$ cat src/rtl/ctl_pkg.sv
package ctl_pkg;

    localparam int INSTR_W   = 32;
    localparam int OPC_W     = 7;
    localparam int F3_W      = 3;
    localparam int FN_W      = 3;
    localparam int F3_LSB    = 12;
    localparam int KEY_BIT   = 30;
    localparam int OPC_B5    = 5;

    typedef enum logic [OPC_W-1:0] {
        OPC_REG   = 7'b0110011,
        OPC_ADDI  = 7'b0010011,
        OPC_LOAD  = 7'b0000011,
        OPC_STORE = 7'b0100011,
        OPC_BEQ   = 7'b1100011
    } opc_e;

    typedef enum logic [1:0] {
        MODE_ADD   = 2'b00,
        MODE_SUB   = 2'b01,
        MODE_FIELD = 2'b10
    } alu_mode_e;

    typedef enum logic [1:0] {
        IMM_I = 2'b00,
        IMM_S = 2'b01,
        IMM_B = 2'b10
    } imm_e;

    typedef enum logic [FN_W-1:0] {
        FN_ADD = 3'b000,
        FN_SUB = 3'b001
    } alu_fn_e;

    typedef enum logic [2:0] {
        CLS_REG, CLS_ADDI, CLS_LOAD, CLS_STORE, CLS_BEQ, CLS_BAD
    } cls_e;

    typedef struct packed {
        logic      rf_we;
        imm_e      imm_sel;
        logic      opb_imm;
        logic      mem_we;
        logic      wb_mem;
        logic      br_intent;
        alu_mode_e mode;
        logic      illegal;
    } main_ctl_t;

endpackage

$ cat src/rtl/ctl_main_dec.sv
module ctl_main_dec
    import ctl_pkg::*;
(
    input  logic [OPC_W-1:0] opcode,
    output main_ctl_t        ctl
);

    cls_e cls;

    always_comb begin
        unique case (opcode)
            OPC_REG:   cls = CLS_REG;
            OPC_ADDI:  cls = CLS_ADDI;
            OPC_LOAD:  cls = CLS_LOAD;
            OPC_STORE: cls = CLS_STORE;
            OPC_BEQ:   cls = CLS_BEQ;
            default:   cls = CLS_BAD;
        endcase
    end

    always_comb begin
        ctl = '{rf_we: 1'b0, imm_sel: IMM_I, opb_imm: 1'b0, mem_we: 1'b0,
                wb_mem: 1'b0, br_intent: 1'b0, mode: MODE_ADD, illegal: 1'b0};
        unique case (cls)
            CLS_REG: begin
                ctl.rf_we = 1'b1;
                ctl.mode  = MODE_FIELD;
            end
            CLS_ADDI: begin
                ctl.rf_we   = 1'b1;
                ctl.opb_imm = 1'b1;
                ctl.mode    = MODE_FIELD;
            end
            CLS_LOAD: begin
                ctl.rf_we   = 1'b1;
                ctl.opb_imm = 1'b1;
                ctl.wb_mem  = 1'b1;
            end
            CLS_STORE: begin
                ctl.mem_we  = 1'b1;
                ctl.opb_imm = 1'b1;
                ctl.imm_sel = IMM_S;
            end
            CLS_BEQ: begin
                ctl.br_intent = 1'b1;
                ctl.imm_sel   = IMM_B;
                ctl.mode      = MODE_SUB;
            end
            default: ctl.illegal = 1'b1;
        endcase
    end

    // memory read-back always lands in the register file
    always_comb begin
        assert_load_writes_rf_R4: assert (!ctl.wb_mem || (ctl.rf_we && ctl.opb_imm));
        assert_store_no_rf_R5:    assert (!ctl.mem_we || (!ctl.rf_we && ctl.imm_sel == IMM_S));
    end

endmodule

$ cat src/rtl/ctl_alu_dec.sv
module ctl_alu_dec
    import ctl_pkg::*;
(
    input  alu_mode_e       mode,
    input  logic [F3_W-1:0] funct3,
    input  logic            opc_b5,
    input  logic            key_bit,
    output alu_fn_e         fn
);

    logic want_sub;
    assign want_sub = (funct3 == 3'b000) && opc_b5 && key_bit;

    always_comb begin
        unique case (mode)
            MODE_ADD:   fn = FN_ADD;
            MODE_SUB:   fn = FN_SUB;
            MODE_FIELD: fn = want_sub ? FN_SUB : FN_ADD;
            default:    fn = FN_ADD;
        endcase
    end

    // forced modes ignore the instruction fields
    always_comb begin
        assert_forced_add_R7: assert (mode != MODE_ADD || fn == FN_ADD);
        assert_imm_keeps_add_R8: assert (opc_b5 || fn != FN_SUB || mode == MODE_SUB);
    end

endmodule

$ cat src/rtl/ctl_decode_top.sv
module ctl_decode_top
    import ctl_pkg::*;
(
    input  logic [31:0] instr,
    input  logic        alu_zero,
    output logic        rf_we,
    output logic [1:0]  imm_sel,
    output logic        opb_imm,
    output logic        mem_we,
    output logic        wb_mem,
    output logic        pc_br,
    output logic [2:0]  alu_fn,
    output logic        illegal
);

    logic [OPC_W-1:0] opcode;
    logic [F3_W-1:0]  funct3;
    logic             key_bit;
    main_ctl_t        mctl;
    alu_fn_e          fn;
    logic             unused_bits;

    assign opcode      = instr[OPC_W-1:0];
    assign funct3      = instr[F3_LSB +: F3_W];
    assign key_bit     = instr[KEY_BIT];
    assign unused_bits = ^{instr[INSTR_W-1], instr[KEY_BIT-1:F3_LSB+F3_W], instr[F3_LSB-1:OPC_W]};

    ctl_main_dec u_main (
        .opcode (opcode),
        .ctl    (mctl)
    );

    ctl_alu_dec u_alu (
        .mode    (mctl.mode),
        .funct3  (funct3),
        .opc_b5  (opcode[OPC_B5]),
        .key_bit (key_bit),
        .fn      (fn)
    );

    assign rf_we   = mctl.rf_we;
    assign imm_sel = mctl.imm_sel;
    assign opb_imm = mctl.opb_imm;
    assign mem_we  = mctl.mem_we;
    assign wb_mem  = mctl.wb_mem;
    assign pc_br   = mctl.br_intent & alu_zero;
    assign alu_fn  = fn;
    assign illegal = mctl.illegal;

    always_comb begin
        assert_illegal_quiet_R9:   assert (!illegal || !(rf_we || mem_we || pc_br));
        assert_branch_on_zero_R6:  assert (!pc_br || (alu_zero && alu_fn == FN_SUB));
        assert_branch_no_write_R6: assert (!pc_br || (!rf_we && !mem_we));
    end

endmodule

$ cat config.mk
export PLATFORM = sky130hd
export DESIGN_NAME = ctl_decode_top
export DESIGN_NICKNAME = d
export VERILOG_FILES = /design/src/rtl/ctl_pkg.sv /design/src/rtl/ctl_main_dec.sv /design/src/rtl/ctl_alu_dec.sv /design/src/rtl/ctl_decode_top.sv
export SDC_FILE = /design/constraint.sdc
export NUM_CORES = 1
export LEC_CHECK = 0
export BUFFER_PORTS_ARGS = -buffer_cell sky130_fd_sc_hd__buf_2
export CORE_AREA = 4 4 41 43
export DETAILED_ROUTE_END_ITERATION = 8
export DIE_AREA = 0 0 45 47
export PLACE_DENSITY_LB_ADDON = 0.3
export SYNTH_ARGS = -nofsm -noshare
export SYNTH_HDL_FRONTEND = slang
export SYNTH_SLANG_ARGS = --single-unit
$ cat constraint.sdc
create_clock -name vclk -period 1.13
set_clock_uncertainty 0.2 [all_clocks]
set_input_delay 0.113 -clock vclk [all_inputs]
set_output_delay 0.113 -clock vclk [all_outputs]
set_load 0.005 [all_outputs]
==> impl_metrics.csv <==
group,metric,value,unit
setup_path,critical_path_class,"input pin to primary output",
detailed_routing,drt_iter0_drc,2,
min_path,hold_path_class,"input pin to primary output",
grt,grt_overflow,0,
cells_and_area,seqCellArea,0,um2
cells_and_area,area_delta_synth_final,135.7,%
logic_synthesis,netlist_instances,21,
logic_synthesis,ys_types,13,
logic_synthesis,synthXorXnorAreaFrac,0,
setup_path,crit_path_end_kind,"primary output",
power_and_ir_drop,fin_total_pwr,0.05782,mW
grt,grt_pass1_vias,202,
floorplanning,fp.dieW,45,um
sta,final-max-slew-violation-count,0,
cells_and_area,clockBufferCount,0,
setup_path,worstPathMaxFanout,5,
detailed_routing,routed_wl,548,um
sta,timing.final.crit_share,1.072,
sta,layout_setup_ws,-0.08190,ns
logic_synthesis,ys_warn_count,0,
cells_and_area,stdcell_area,289.0,um2
floorplanning,chipHeight,47,um
run,drv_cap,0,
detailed_routing,drtPass1Iterations,2,
placement,port_buffers,21,
logic_synthesis,syn_avg_cell_area,5.839,um2
floorplanning,initial_core_util,0.09423,
grt,antenna_found_initial,0,
status,status,"complete, but fails checks",
logic_synthesis,synth-adder-area-share,0,
logic_synthesis,yosysSeqAreaShare,0,
floorplanning,core-area,1301,um2
sta,setup-tns-final,-0.3780,ns
floorplanning,io_pins,44,
status,violations,"negative setup slack",
detailed_routing,num_vias,220,
grt,track_usage,0.04327,
sta,period_needed,1.212,ns
detailed_routing,antenna_left,0,
cells_and_area,n_antenna_cell,0,
logic_synthesis,synth_top_family_by_area,"simple AND/OR/NAND/NOR gates",
placement,place_ws,-0.1337,ns
cells_and_area,n_fill_cell,158,
detailed_routing,drcViolationCount,0,
grt,grt_max_degree,7,
sta,final_hold_viol_count,0,
floorplanning,fp-row-count,13,
detailed_routing,via_per_inst,3.793,
detailed_routing,wl_per_cell,9.448,um
logic_synthesis,synth_compound_area_frac,0.08163,
placement,dpl_cell_area,242.7,um2
grt,grt_pass1_wl,717,um
setup_path,critPathLaunchType,"input pin",
sta,fmax,825.2,MHz
cells_and_area,seq_cell_count,0,
logic_synthesis,netlist_area,122.6,um2
power_and_ir_drop,power_leakage,0.1624,nW
logic_synthesis,synth_mux_area_frac,0,
cells_and_area,drive_gt1_frac,0.6279,
setup_path,arrival,0.90,ns
cells_and_area,multi_input_area,137.6,um2
power_and_ir_drop,max-vdd-ir-drop,0.04327,mV
cells_and_area,final_util,0.2221,
sta,rsz0062_at_grt,"true",
placement,routabilityCongestion,0.7233,
sta,setup_viol,7,
logic_synthesis,synth-simple-area-share,0.7653,
power_and_ir_drop,powerDensity,200.0,nW/um2
floorplanning,die_area,2115,um2
placement,dp.final_hpwl,461.8,um
cells_and_area,fin_nets,78,
setup_path,required,0.82,ns
-- cell usage in the layout, fill, tap and decap left out --
cell | synthesis | layout
buf_2 | 0 | 19
nand2b_1 | 3 | 3
nor2_1 | 3 | 3
nand2_1 | 3 | 2
conb_1 | 1 | 2
buf_6 | 0 | 2
buf_4 | 2 | 2
and4bb_1 | 1 | 1
nor2b_1 | 1 | 1
and3_1 | 1 | 1
nor4b_4 | 0 | 1
nand3b_1 | 1 | 1
nand2_2 | 0 | 1
a21oi_2 | 0 | 1
nor3_2 | 0 | 1
and2_1 | 1 | 1
a21oi_1 | 2 | 1
-- layout make-up --
| class | instances | area share |
|---|---|---|
| repair buffers | 23 | 0.4589 |
| multi-input cells | 20 | 0.4762 |
| well taps | 15 | 0.06494 |
-- final timing paths --
kind | from | endpoint | cells past startpoint
max | instr[2] | opb_imm | 5
min | alu_zero | pc_br | 3
-- stage by stage --
step	hold slack [ns]	std cells
after global placement	0.2933	57
after floorplan	0.06020	22
after global routing	0.3162	58
after detailed placement	0.3010	57
final	0.3064	58
after CTS	0.3069	58
-- logic make-up after synthesis --
logic type,after synthesis
AO/OA/AOI/OAI,2
other,1
buffers and inverters,2
AND/OR/NAND/NOR,16
-- report_power, final --
group | total (mW) | switching (mW) | leakage [nW] | internal [mW]
sequential | 0 | 0 | 0 | 0
combinational | 0.0578 | 0.0242 | 0.162 | 0.0336
clock | 0 | 0 | 0 | 0
-- synthesized netlist by cell type --
library cell  n  area share
nand2_1       3       0.092
nand2b_1      3        0.15
nor2_1        3       0.092
a21oi_1       2       0.082
buf_4         2        0.12
and2_1        1       0.051
and3_1        1       0.051
and4bb_1      1        0.10
conb_1        1       0.031
nand3b_1      1       0.061
nor2b_1       1       0.051
nor3_1        1       0.041
nor4b_1       1       0.071
-- worst max-delay path, stage by stage --
cell and delay, ns:
buf_6 0.08, and4bb_1 0.29, nand2b_1 0.13, a21oi_1 0.15
buf_2 0.13
-- what timing repair did --
| action | in CTS | in global routing |
|---|---|---|
| pin swaps | 5 | 4 |
| gates cloned | 0 | 0 |
| gates resized for setup | 4 | 3 |
| setup buffers | 1 | 0 |
| setup endpoints to repair | 8 | 9 |
| hold buffers | 0 | 0 |
-- layer usage --
layer  vias to the layer above  part of all wire  track usage
li1                        111                 -            -
met1                        93              0.43      0.05618
met2                        16              0.44      0.08192
met3                         0              0.13     0.003831
met4                         0                 0            0
met5                         -                 0            0
Note: power is estimated with default switching activity, not from simulation.
